$ cat config.mk
export PLATFORM = sky130hd
export DESIGN_NAME = vbr_branch_cmp
export DESIGN_NICKNAME = d
export VERILOG_FILES = /design/src/rtl/vbr_pkg.sv /design/src/rtl/vbr_ctrl.sv /design/src/rtl/vbr_accum.sv /design/src/rtl/vbr_branch_cmp.sv
export SDC_FILE = /design/constraint.sdc
export NUM_CORES = 1
export LEC_CHECK = 0
export BUFFER_PORTS_ARGS = -buffer_cell sky130_fd_sc_hd__buf_2
export CAP_MARGIN = 20
export CORE_UTILIZATION = 53
export DETAILED_ROUTE_END_ITERATION = 12
export PLACE_DENSITY = 0.81
export SLEW_MARGIN = 20
export SYNTH_ARGS = -nofsm -noshare
export SYNTH_HDL_FRONTEND = slang
export SYNTH_SLANG_ARGS = --single-unit
$ cat constraint.sdc
create_clock -name clk -period 2.87 [get_ports clk]
set_input_delay 0 -clock clk [delete_from_list [all_inputs] [get_ports clk]]
set_output_delay 0 -clock clk [all_outputs]
set_load 0.02 [all_outputs]
$ cat src/rtl/vbr_pkg.sv
package vbr_pkg;

    localparam int unsigned PRED_W = 64;

    typedef logic [PRED_W-1:0] pred_t;

    typedef enum logic [1:0] {
        ST_IDLE = 2'd0,
        ST_RUN  = 2'd1,
        ST_DONE = 2'd2
    } vbr_state_e;

    typedef struct packed {
        logic vector_mode;
        logic dst_wr;
    } op_flags_t;

    // Starting value of the result word for a new operation.
    function automatic pred_t seed_word(input logic zero_mode,
                                        input logic dst_present,
                                        input pred_t current);
        return (zero_mode || !dst_present) ? '0 : current;
    endfunction

endpackage

$ cat src/rtl/vbr_ctrl.sv
module vbr_ctrl
    import vbr_pkg::*;
#(
    parameter int unsigned MAX_VL = 64,
    parameter int unsigned LEN_W  = $clog2(MAX_VL + 1),
    parameter int unsigned IDX_W  = (MAX_VL > 1) ? $clog2(MAX_VL) : 1
) (
    input  logic             clk,
    input  logic             rst,
    input  logic             start,
    input  logic             vector_mode,
    input  logic [LEN_W-1:0] vec_len,
    output vbr_state_e       state_o,
    output logic [IDX_W-1:0] idx_o,
    output logic             step_o,
    output logic             last_o
);

    logic [LEN_W-1:0] len_eff;
    logic [IDX_W-1:0] last_idx;
    logic [IDX_W-1:0] lim_q;
    logic [IDX_W-1:0] idx_q;
    vbr_state_e       state_q;

    always_comb begin
        len_eff  = (vec_len > LEN_W'(MAX_VL)) ? LEN_W'(MAX_VL) : vec_len;
        last_idx = IDX_W'(len_eff - LEN_W'(1));
    end

    always_ff @(posedge clk) begin
        if (rst) begin
            state_q <= ST_IDLE;
            idx_q   <= '0;
            lim_q   <= '0;
        end else if (start) begin
            idx_q   <= '0;
            lim_q   <= last_idx;
            state_q <= (vector_mode && (len_eff != '0)) ? ST_RUN : ST_DONE;
        end else if (state_q == ST_RUN) begin
            if (idx_q == lim_q) begin
                state_q <= ST_DONE;
            end else begin
                idx_q <= idx_q + IDX_W'(1);
            end
        end
    end

    assign state_o = state_q;
    assign idx_o   = idx_q;
    assign step_o  = (state_q == ST_RUN);
    assign last_o  = (state_q == ST_RUN) && (idx_q == lim_q);

    // indices advance by one each cycle while a run continues
    p_idx_advance_r3: assert property (@(posedge clk) disable iff (rst)
        (step_o && !last_o && !start) |=> (step_o && idx_o == $past(idx_o) + IDX_W'(1)));

    // the last element hands over to the finished state
    p_last_to_done_r3: assert property (@(posedge clk) disable iff (rst)
        (last_o && !start) |=> (state_o == ST_DONE));

    // scalar operations finish without looping
    p_scalar_direct_r2: assert property (@(posedge clk) disable iff (rst)
        (start && !vector_mode) |=> (state_o == ST_DONE));

    // the finished state persists until a new start
    p_done_persist_r10: assert property (@(posedge clk) disable iff (rst)
        (state_o == ST_DONE && !start) |=> (state_o == ST_DONE));

endmodule

$ cat src/rtl/vbr_accum.sv
module vbr_accum
    import vbr_pkg::*;
#(
    parameter int unsigned IDX_W = 6
) (
    input  logic             clk,
    input  logic             rst,
    input  logic             start,
    input  pred_t            seed,
    input  pred_t            mask_in,
    input  logic             vector_mode,
    input  logic             scalar_cmp,
    input  logic             step,
    input  logic [IDX_W-1:0] idx,
    input  logic             elem_cmp,
    output pred_t            word_o,
    output logic             pass_o
);

    pred_t mask_q;
    pred_t word_q;
    logic  pass_q;

    always_ff @(posedge clk) begin
        if (rst) begin
            mask_q <= '0;
            word_q <= '0;
            pass_q <= 1'b0;
        end else if (start) begin
            mask_q <= mask_in;
            word_q <= seed;
            pass_q <= vector_mode ? 1'b1 : scalar_cmp;
        end else if (step && mask_q[idx]) begin
            word_q[idx] <= elem_cmp;
            if (!elem_cmp) begin
                pass_q <= 1'b0;
            end
        end
    end

    assign word_o = word_q;
    assign pass_o = pass_q;

    // a counted failing element clears the pass flag
    p_fail_clears_r4: assert property (@(posedge clk) disable iff (rst)
        (step && !start && mask_q[idx] && !elem_cmp) |=> !pass_o);

    // a masked-off element changes neither the word nor the flag
    p_masked_inert_r5: assert property (@(posedge clk) disable iff (rst)
        (step && !start && !mask_q[idx]) |=> ($stable(word_o) && $stable(pass_o)));

    // a counted element's compare result lands in its own bit
    p_bit_written_r7: assert property (@(posedge clk) disable iff (rst)
        (step && !start && mask_q[idx]) |=> (word_o[$past(idx)] == $past(elem_cmp)));

endmodule

$ cat src/rtl/vbr_branch_cmp.sv
module vbr_branch_cmp
    import vbr_pkg::*;
#(
    parameter int unsigned MAX_VL = 64,
    parameter int unsigned LEN_W  = $clog2(MAX_VL + 1),
    parameter int unsigned IDX_W  = (MAX_VL > 1) ? $clog2(MAX_VL) : 1
) (
    input  logic                 clk,
    input  logic                 rst,
    input  logic                 start,
    input  logic [LEN_W-1:0]     vec_len,
    input  logic                 src1_vec,
    input  logic                 src2_vec,
    input  logic [PRED_W-1:0]    src_mask,
    input  logic                 zeroing,
    input  logic                 dst_pred_en,
    input  logic [PRED_W-1:0]    dst_pred_in,
    input  logic                 scalar_cmp,
    input  logic                 elem_cmp,
    output logic                 elem_valid,
    output logic [IDX_W-1:0]     elem_idx,
    output logic                 done,
    output logic                 taken,
    output logic [PRED_W-1:0]    pred_out,
    output logic                 pred_wr
);

    op_flags_t  flags_d;
    op_flags_t  flags_q;
    vbr_state_e state;
    logic [IDX_W-1:0] idx;
    logic       step;
    logic       last;
    pred_t      word;
    logic       pass;

    always_comb begin
        flags_d.vector_mode = src1_vec | src2_vec;
        flags_d.dst_wr      = (src1_vec | src2_vec) & dst_pred_en;
    end

    always_ff @(posedge clk) begin
        if (rst) begin
            flags_q <= '0;
        end else if (start) begin
            flags_q <= flags_d;
        end
    end

    vbr_ctrl #(
        .MAX_VL (MAX_VL),
        .LEN_W  (LEN_W),
        .IDX_W  (IDX_W)
    ) u_ctrl (
        .clk         (clk),
        .rst         (rst),
        .start       (start),
        .vector_mode (flags_d.vector_mode),
        .vec_len     (vec_len),
        .state_o     (state),
        .idx_o       (idx),
        .step_o      (step),
        .last_o      (last)
    );

    vbr_accum #(
        .IDX_W (IDX_W)
    ) u_accum (
        .clk         (clk),
        .rst         (rst),
        .start       (start),
        .seed        (seed_word(zeroing, dst_pred_en, dst_pred_in)),
        .mask_in     (src_mask),
        .vector_mode (flags_d.vector_mode),
        .scalar_cmp  (scalar_cmp),
        .step        (step),
        .idx         (idx),
        .elem_cmp    (elem_cmp),
        .word_o      (word),
        .pass_o      (pass)
    );

    assign elem_valid = step;
    assign elem_idx   = idx;
    assign done       = (state == ST_DONE);
    assign taken      = (state == ST_DONE) && pass;
    assign pred_out   = word;
    assign pred_wr    = (state == ST_DONE) && flags_q.dst_wr;

    // scalar start yields a finished result with no writeback next cycle
    p_scalar_result_r2: assert property (@(posedge clk) disable iff (rst)
        (start && !src1_vec && !src2_vec) |=> (done && !pred_wr && !elem_valid));

    // zero-length vector operation is taken at once
    p_empty_taken_r9: assert property (@(posedge clk) disable iff (rst)
        (start && (src1_vec || src2_vec) && vec_len == '0) |=> (done && taken));

    // results hold while finished and no new start arrives
    p_results_hold_r10: assert property (@(posedge clk) disable iff (rst)
        (done && !start) |=> (done && $stable(taken) && $stable(pred_out) && $stable(pred_wr)));

    // the last element is the one immediately before completion
    p_last_then_done_r3: assert property (@(posedge clk) disable iff (rst)
        (last && !start) |=> (done && !elem_valid));

endmodule

==> flow_summary.json, run 1 <==
{
  "root_buffer": "clkbuf_16",
  "arrival_ns": 3.08,
  "yosysSeqAreaShare_pct": 36.8,
  "critPathLaunchType": "register",
  "finalHoldViolCount": 1,
  "io_buffers": 217,
  "required_ns": 3.19,
  "drt_pre_antenna_iters": 7,
  "drive_above_1_share_pct": 27.9,
  "rr_endpoint": "u_accum.word_o[22]",
  "yosys_warnings": 0,
  "crit_slowest_cell": "dfxtp_1",
  "synth-edff-count": 0,
  "irDropWorstVdd_mv": 0.433,
  "hold-path-endpoint": "u_accum.word_o[3]",
  "synth_top_cell_by_area": "dfxtp_1",
  "netlist_instances": 856,
  "ys.flop_type": "dfxtp_1",
  "cellPowerDensity_nw_per_um2": 464,
  "failed_checks": "hold timing",
  "tns_ns": 0,
  "drt_iter0_drc": 912,
  "grt_busiest_layer": "met2",
  "h-tree-depth": 4,
  "drc": 0,
  "nFillCells": 941,
  "r2r_cells": 10,
  "worst_pin_slew_ns": 1.05,
  "drt-total-wl_um": 27900,
  "fp.dieH_um": 124,
  "vias": 8328,
  "place.gp.congestion": 0.862,
  "syn_nets": 1002,
  "crit_chain": "buf_4 -> inv_1 -> buf_4 -> nand2_1 -> o32a_2 -> o2111a_1 -> nand4_4 -> buf_4 -> a31oi_1 -> mux2_2",
  "die_area_um2": 15300,
  "maxSlewHeadroom_pct": 29.6,
  "clk_latency_ns": 0.44,
  "whs_ns": -0.00373,
  "maxSlewViolCount": 0,
  "hold_start": "dst_pred_in[3]",
  "core-area_um2": 14500,
  "antenna_cells": 0,
  "drv_cap": 0,
  "die-width_um": 124,
  "finalPower_w": 0.00505,
  "grt_usage_pct": 36.2,
  "synth_area_um2": 7840,
  "nNetsFinal": 1335,
  "cts_tree": "yes",
  "period_share_pct": 96.2,
  "hold_depth": 4,
  "grt_first_pass_wirelength_um": 41800,
  "yosys-top-cells-count": "nor2_1 (160), dfxtp_1 (144), a22oi_1 (74), mux2i_1 (72), a31oi_1 (66)",
  "use_met2_pct": 60.2,
  "rows": 44,
  "rsz0062_at_grt": "false",
  "use_met1_pct": 42.5,
  "timing.reg2reg.setup_slack_ns": 0.11,
  "p_leak_nw": 4.96,
  "crit_path_max_incr_delay_ns": 0.42,
  "synthArstFlopShare_pct": 0,
  "antenna_found_initial": 0,
  "finalCriticalPeriod_ns": 2.76,
  "end_kind": "register",
  "post_drt_wl_per_cell_um": 20.1,
  "worst-path-max-fanout": 45,
  "grt_pass1_vias": 7934,
  "grt.overflow.total": 0,
  "fin_worst_skew_ns": 0.0135,
  "postCtsSetupBuffers": 0,
  "r2r_start": "u_ctrl.idx_o[2]",
  "syn_to_final_growth_pct": 38.9,
  "dp_hpwl_um": 16400,
  "grt_max_degree": 135,
  "avgSynthCellArea_um2": 9.15,
  "avgViaCountPerCell": 6.01,
  "status": "finished with violations",
  "cts.sinks": 144,
  "numCtsBuffers": 17,
  "utilization_pct": 75.2,
  "yosysMostFrequentCell": "nor2_1",
  "postRouteAntennaNets": 0,
  "grt_use_met3_pct": 7.60,
  "setup_viol": 0,
  "fmax_ghz": 0.362,
  "hp-class": "in2reg",
  "cts.reportedPaths.clkPinSlew_ns": 0.06,
  "synthTopCellsByArea": "dfxtp_1 (37%), mux2i_1 (9.2%), nor2_1 (7.7%), a22oi_1 (7.1%), mux2_1 (5.5%)",
  "ys_seq_elements": 144,
  "start_util_pct": 54.1,
  "synth_cell_types": 60,
  "top_level_ports": 218,
  "synth_top_area_share_pct": 36.8,
  "path_class": "reg2reg",
  "crit_top_cell": "buf_4",
  "clockBufferDepth": 2
}
sequential cells by signal, indices dropped and copies added (netlist names):
register and flops:
flags_q 1, u_accum.mask_q 64, u_accum.pass_o 1, u_accum.word_o 64, u_ctrl.idx_o 6, u_ctrl.lim_q 6
u_ctrl.state_o 2
critical path, delay by kind of cell, from the launching register on:
kind                   cells  cell delay [ns]
DFF                        1             0.42
AOI/OAI and AO/OA          3             0.66
muxes                      1             0.35
buffers and inverters      4             1.02
and+or+nand+nor            2             0.16
metrics by stage:
step	cell area (um^2)	hold WS, ns	setup slack (ns)	instances
floorplan	7840	0.147	0.301	856
global placement	8970	0.232	0.252	1221
detailed placement	8970	0.245	0.178	1221
CTS	10900	0.00130	0.151	1385
global route	10900	0.0244	0.0220	1385
finish	10900	-0.00373	0.110	1385
where the power goes:
part / switching [W] / leakage, nW / internal [W]
Clock: 0.000928 / 0.277 / 0.00129
Combinational: 0.000340 / 3.50 / 0.000365
Sequential: 0.0000542 / 1.18 / 0.00208
Total: 0.00132 / 4.96 / 0.00373
layout by cell type, fill, tap and decap left out, drive strengths merged, types with 2 or more instances in the layout:
master and instances:
buf 257, nor2 161, dfxtp 144, dlygate4sd3 133, a22oi 75, mux2i 72
mux2 68, a31oi 66, nor2b 64, clkbuf 17, nor3 16, nand2 15
xnor2 8, and2b 8, inv 8, o21ai 7, xor2 6, a21oi 6
nand3 6, and2 6, a211oi 5, clkinv 5, mux4 5, nand3b 4
nand4 4, and3b 4, nand2b 3, clkinvlp 3, nor3b 3, a221oi 2
o211ai 2, ha 2, bufinv 2
how the worst max path moves through the flow:
| stage | start | cells past startpoint | to | slack (ns) |
|---|---|---|---|---|
| after floorplan | u_ctrl.idx_o[0] | 7 | u_accum.word_o[31] | 0.30 |
| after global placement | u_ctrl.idx_o[0] | 9 | u_accum.word_o[31] | 0.25 |
| after detailed placement | u_ctrl.idx_o[0] | 8 | u_accum.word_o[54] | 0.18 |
| after CTS | u_ctrl.idx_o[0] | 8 | u_accum.word_o[62] | 0.15 |
| after global routing | u_ctrl.idx_o[2] | 10 | u_accum.word_o[22] | 0.02 |
| final | u_ctrl.idx_o[2] | 10 | u_accum.word_o[22] | 0.11 |
cell families (layout without fill, tap and decap cells):
kind of cell	Yosys count	after routing	share of synthesized area (%)
flops	144	144	36.8
compound gates	174	174	15.6
buf+inv	80	425	6.61
mux	145	145	20.6
xor+xnor	14	14	1.57
simple gates	297	297	18.6
fa+ha+maj	2	2	0.319
area by class of cell:
class,count,area [um^2],area share (%)
multi-input cells,632,4440,40.8
flip-flops and latches,144,2880,26.5
repair buffers,390,2730,25.1
clock buffers,17,425,3.91
well taps,184,230,2.12
clock inverters,14,158,1.45
inverters,4,15.0,0.138
metal layers:
layer / routed length (um) / share of wire (%)
met1: 10400 / 37
met4: 1550 / 5.6
met3: 2750 / 9.9
met2: 13100 / 47
met5: 0 / 0
repair_timing:
action	in CTS	in global routing
endpoints found under the hold margin	130	0
resized for setup	0	1
endpoints found under the setup margin	0	28
hold buffers	133	0
Power figures use the tool's default switching activity.
==> run 2, diff against run 1 <==
Settings changed: SETUP_SLACK_MARGIN set to 0.2.
==> run 2 against run 1 <==
Net effect: the run still ends with hold timing left; count of clock-buffer cells in the layout stayed put; utilization is 0.14 points higher; die area stayed put; sequential share of layout area hardly changed; sequential power hardly changed; clock skew is 0.0019 ns higher; cell area is 0.18% higher; largest power group unchanged; highest routed layer unchanged.
==> flow_summary.json, run 2 (synthesis gave the netlist of run 1 again) <==
{
  "status": "finished with violations",
  "failed_checks": "hold timing",
  "hold_depth": 4,
  "worst-path-max-fanout": 45,
  "drc": 0,
  "crit_start": "u_ctrl.idx_o[5]",
  "nNetsFinal": 1335,
  "required_ns": 3.18,
  "critPathLaunchType": "register",
  "maxSlewViolCount": 0,
  "critPathBufInv": 1,
  "p_leak_nw": 4.96,
  "die_area_um2": 15300,
  "die-width_um": 124,
  "whs_ns": -0.0130,
  "grt_pass1_vias": 7934,
  "root_buffer": "clkbuf_16",
  "maxSlewHeadroom_pct": 27.0,
  "cts_tree": "yes",
  "r2r_cells": 7,
  "post_drt_wl_per_cell_um": 20.1,
  "crit_chain": "and3b_1 -> nand3_1 -> o2111a_1 -> nand4_4 -> buf_6 -> a31oi_1 -> mux2_1",
  "dp_hpwl_um": 16400,
  "crit_slowest_cell": "and3b_1",
  "place.gp.congestion": 0.862,
  "r2r_start": "u_ctrl.idx_o[5]",
  "top_level_ports": 218,
  "antenna_cells": 0,
  "fmax_ghz": 0.386,
  "end_kind": "register",
  "cts.reportedPaths.clkPinSlew_ns": 0.06,
  "hold_start": "dst_pred_in[3]",
  "grt.overflow.total": 0,
  "crit_family": "simple AND/OR/NAND/NOR gates",
  "drt_iter0_drc": 861,
  "rows": 44,
  "drt-total-wl_um": 27800,
  "fin_worst_skew_ns": 0.0153,
  "finalCriticalPeriod_ns": 2.59,
  "postRouteAntennaNets": 0,
  "most-common-layout-cells": "buf_2 (215), nor2_1 (160), dfxtp_1 (141)",
  "fp.dieH_um": 124,
  "numCtsBuffers": 17,
  "detailed_place.area_um2": 8970,
  "final_cell_area_um2": 10900,
  "irDropWorstVdd_mv": 0.434,
  "drv_cap": 0,
  "h-tree-depth": 4,
  "clockBufferDepth": 2,
  "syn_to_final_growth_pct": 39.2,
  "antenna_found_initial": 0,
  "setup_viol": 0,
  "period_share_pct": 90.4,
  "drive_above_1_share_pct": 28.1,
  "start_util_pct": 54.1,
  "hp-class": "in2reg",
  "cts.sinks": 144,
  "crit_path_max_incr_delay_ns": 0.56,
  "drt_pre_antenna_iters": 6,
  "core-area_um2": 14500,
  "tns_ns": 0,
  "io_buffers": 217,
  "layout_commonest_cell": "buf_2",
  "hold-path-endpoint": "u_accum.word_o[3]",
  "timing.reg2reg.setup_slack_ns": 0.28,
  "worst_pin_slew_ns": 1.09,
  "arrival_ns": 2.90,
  "grt_max_degree": 135,
  "avgViaCountPerCell": 6.03,
  "vias": 8356,
  "cellPowerDensity_nw_per_um2": 463,
  "rsz0062_at_grt": "false",
  "path_class": "reg2reg",
  "finalHoldViolCount": 1,
  "grt_usage_pct": 36.2,
  "rr_endpoint": "u_accum.word_o[51]",
  "grt_first_pass_wirelength_um": 41800,
  "clk_latency_ns": 0.43
}
==> run 2: power breakdown <==
| group | switching (W) | total (W) | internal (W) |
|---|---|---|---|
| registers | 0.0000547 | 0.00213 | 0.00208 |
| clock network | 0.000926 | 0.00221 | 0.00129 |
| logic | 0.000340 | 0.000705 | 0.000365 |
==> run 2: final cells by class <==
class	instances	area, um^2
Timing Repair Buffer	390	2740
Inverter	4	15.0
Fill cell	937	3570
Tap cell	184	230
Clock inverter	14	158
Clock buffer	17	425
Multi-Input combinational cell	632	4450
Sequential cell	144	2890
==> run 2: how the worst max path moves through the flow <==
stage,to,slack [ns],cells after the start
4_1_cts,u_accum.word_o[62],0.21,8
6_report,u_accum.word_o[51],0.28,7
3_5_place_dp,u_accum.word_o[54],0.18,8
2_1_floorplan,u_accum.word_o[31],0.30,7
3_3_place_gp,u_accum.word_o[31],0.25,9
5_1_grt,u_accum.word_o[22],0.20,7
==> run 2: repair_timing <==
| action | CTS | global route |
|---|---|---|
| setup buffers | 0 | 0 |
| resized for setup | 1 | 7 |
| hold buffers | 133 | 0 |
| endpoints found under the hold margin | 130 | 0 |
| setup endpoints to repair | 33 | 44 |
==> run 2: worst reg2reg max path, stage by stage, from the launching register on <==
cell	delay, ns
dfxtp_1	0.54
and3b_1	0.56
nand3_1	0.19
o2111a_1	0.20
nand4_4	0.10
buf_6	0.33
a31oi_1	0.19
mux2_1	0.36
==> run 2: metrics by stage <==
step           std cells  worst slack, ns  utilization (%)  total power [W]
6_report            1385            0.276             75.3          0.00505
5_1_grt             1385            0.203             75.3          0.00520
4_1_cts             1385            0.207             75.2          0.00501
3_5_place_dp        1221            0.178             61.9          0.00270
3_3_place_gp        1221            0.252             61.9          0.00269
2_1_floorplan        856            0.301                -          0.00250
==> run 2: routing by layer <==
metal,GRT usage (%),vias to the layer above,wire [um]
met5,0,-,0
met4,22.2,0,1570
met3,7.60,140,2580
met2,60.2,566,13200
met1,42.5,3907,10500
li1,-,3743,-
==> run 3, diff against run 2 <==
Clock period 2.87 ns to 2.6 ns, I/O delays scaled along.
==> run 3 against run 2 <==
Net effect: wire length increased by 2.5%; via count up 0.19%; global-route usage grew 0.94 points; first-iteration DRC count increased by 10%; the flow now finishes without violations; largest power group unchanged; critical endpoint is now u_accum.word_o[22].
==> flow_summary.json, run 3 (synthesis gave the netlist of run 1 again) <==
{
  "status": "finished clean",
  "end_kind": "register",
  "core-area_um2": 14500,
  "timing.final.ws_setup_ns": 0.0947,
  "tns_ns": 0,
  "power_switching_share_pct": 24.9,
  "p_clk_share_pct": 45.9,
  "grt.overflow.total": 0,
  "rsz0062_at_grt": "true",
  "cts_tree": "yes",
  "hp-class": "in2reg",
  "dp.cells": 1222,
  "die_area_um2": 15300,
  "grt_pass1_vias": 8046,
  "final_cell_area_um2": 11000,
  "rows": 44,
  "place.gp.congestion": 0.823,
  "detailed_place.area_um2": 9000,
  "layout_commonest_cell": "buf_2",
  "io_buffers": 217,
  "stdcell_count": 1385,
  "numCtsBuffers": 17,
  "maxSlewViolCount": 0,
  "p_leak_nw": 5.01,
  "dp_slack_ns": 0.111,
  "root_buffer": "clkbuf_16",
  "antenna_found_initial": 1,
  "setup_viol": 0,
  "clk_latency_ns": 0.43,
  "period_share_pct": 96.4,
  "irDropWorstVdd_mv": 0.427,
  "top_level_ports": 218,
  "drt_iter0_drc": 950,
  "avgViaCountPerCell": 6.04,
  "hold_start": "dst_pred_in[60]",
  "finalCriticalPeriod_ns": 2.51,
  "nNetsFinal": 1333,
  "die-width_um": 124,
  "drv_cap": 0,
  "post_drt_wl_per_cell_um": 20.6,
  "arrival_ns": 2.83,
  "postRouteAntennaNets": 0,
  "drt-total-wl_um": 28500,
  "hold_depth": 4,
  "p_seq_share_pct": 40.6,
  "path_class": "reg2reg",
  "critPathLaunchType": "register",
  "worst_pin_slew_ns": 1.12,
  "fin_worst_skew_ns": 0.00970,
  "clockBufferDepth": 2,
  "rr_endpoint": "u_accum.word_o[22]",
  "hold-path-endpoint": "u_accum.word_o[60]",
  "drt_pre_antenna_iters": 5,
  "worst-path-max-fanout": 45,
  "grt_max_degree": 82,
  "drc": 0,
  "most-common-layout-cells": "buf_2 (215), nor2_1 (160), dfxtp_1 (141)",
  "syn_to_final_growth_pct": 40.5,
  "vias": 8372,
  "finalHoldViolCount": 0,
  "required_ns": 2.92,
  "maxSlewHeadroom_pct": 25.0,
  "r2r_cells": 8,
  "grt_usage_pct": 37.1,
  "drive_above_1_share_pct": 29.4,
  "comb_power_share_pct": 13.5,
  "grt_first_pass_wirelength_um": 42600,
  "cts.sinks": 144,
  "dp_hpwl_um": 16200,
  "h-tree-depth": 4,
  "timing.reg2reg.setup_slack_ns": 0.09,
  "fmax_ghz": 0.399,
  "fp.dieH_um": 124,
  "switching_power_w": 0.00145,
  "internal_power_w": 0.00436,
  "start_util_pct": 54.1,
  "cts.reportedPaths.clkPinSlew_ns": 0.06,
  "cellPowerDensity_nw_per_um2": 527,
  "r2r_start": "u_ctrl.idx_o[2]"
}
run 3: changes by cell type in the layout (fill, tap and decap cells not counted), moves of 3 or more:
| cell | previous run | this run |
|---|---|---|
| dlygate4sd3_1 | 133 | 127 |
| a31oi_1 | 66 | 59 |
| clkinvlp_4 | 3 | 0 |
| a31oi_2 | 0 | 7 |
| buf_4 | 37 | 41 |
run 3: worst max-delay path, cell delays in order (launching register included):
cell and delay, ns:
dfxtp_4 0.42, mux2_2 0.37, a222oi_1 0.31, o21ai_1 0.14, a22oi_2 0.24, nand4_4 0.11
buf_12 0.21, a31oi_1 0.22, mux2_2 0.36
run 3: area by class of cell:
cell class              count  area [um^2]
multi-input cells         632         4510
fillers                   902         3470
flip-flops and latches    144         2890
repair buffers            388         2720
clock buffers              20          457
well taps                 184          230
clock inverters            12          179
inverters                   4         15.0
diodes                      1         2.50
run 3: what timing repair did:
item / in CTS / in global routing
pin swaps: 1 / 0
resized for setup: 5 / 9
setup buffers: 1 / 2
endpoints found under the setup margin: 57 / 64
hold buffers: 127 / 0
endpoints found under the hold margin: 125 / 0
run 3: routing by layer:
metal | part of all wire (%) | track usage (%)
met4 | 5.6 | 22.2
met2 | 48 | 62.8
met1 | 37 | 43.1
met3 | 9.3 | 7.55
met5 | 0 | 0
run 3: power by group through the flow:
stage | Clock [W] | Sequential (W) | Combinational (W)
after global placement | 0 | 0.00240 | 0.000579
after global routing | 0.00276 | 0.00236 | 0.000839
after detailed placement | 0 | 0.00240 | 0.000590
after CTS | 0.00265 | 0.00235 | 0.000742
after floorplan | 0 | 0.00240 | 0.000364
final | 0.00266 | 0.00235 | 0.000785
run 3: worst max path at each step:
stage | from | to | slack (ns) | depth (start not counted)
3_3_place_gp | u_ctrl.idx_o[1] | u_accum.word_o[15] | 0.18 | 8
6_report | u_ctrl.idx_o[2] | u_accum.word_o[22] | 0.09 | 8
5_1_grt | u_ctrl.idx_o[0] | u_accum.word_o[38] | 0.04 | 7
4_1_cts | u_ctrl.idx_o[1] | u_accum.word_o[22] | 0.21 | 7
2_1_floorplan | u_ctrl.idx_o[0] | u_accum.word_o[31] | 0.20 | 7
3_5_place_dp | u_ctrl.idx_o[1] | u_accum.word_o[22] | 0.11 | 7
run 3: metrics by stage:
step / power (W) / utilization, % / hold WS (ns)
after floorplan: 0.00276 / - / 0.147
after global placement: 0.00297 / 62.2 / 0.233
after detailed placement: 0.00299 / 62.2 / 0.242
after CTS: 0.00574 / 75.5 / 0.000352
after global routing: 0.00596 / 76.0 / 0.0202
final: 0.00580 / 76.0 / 0.00672
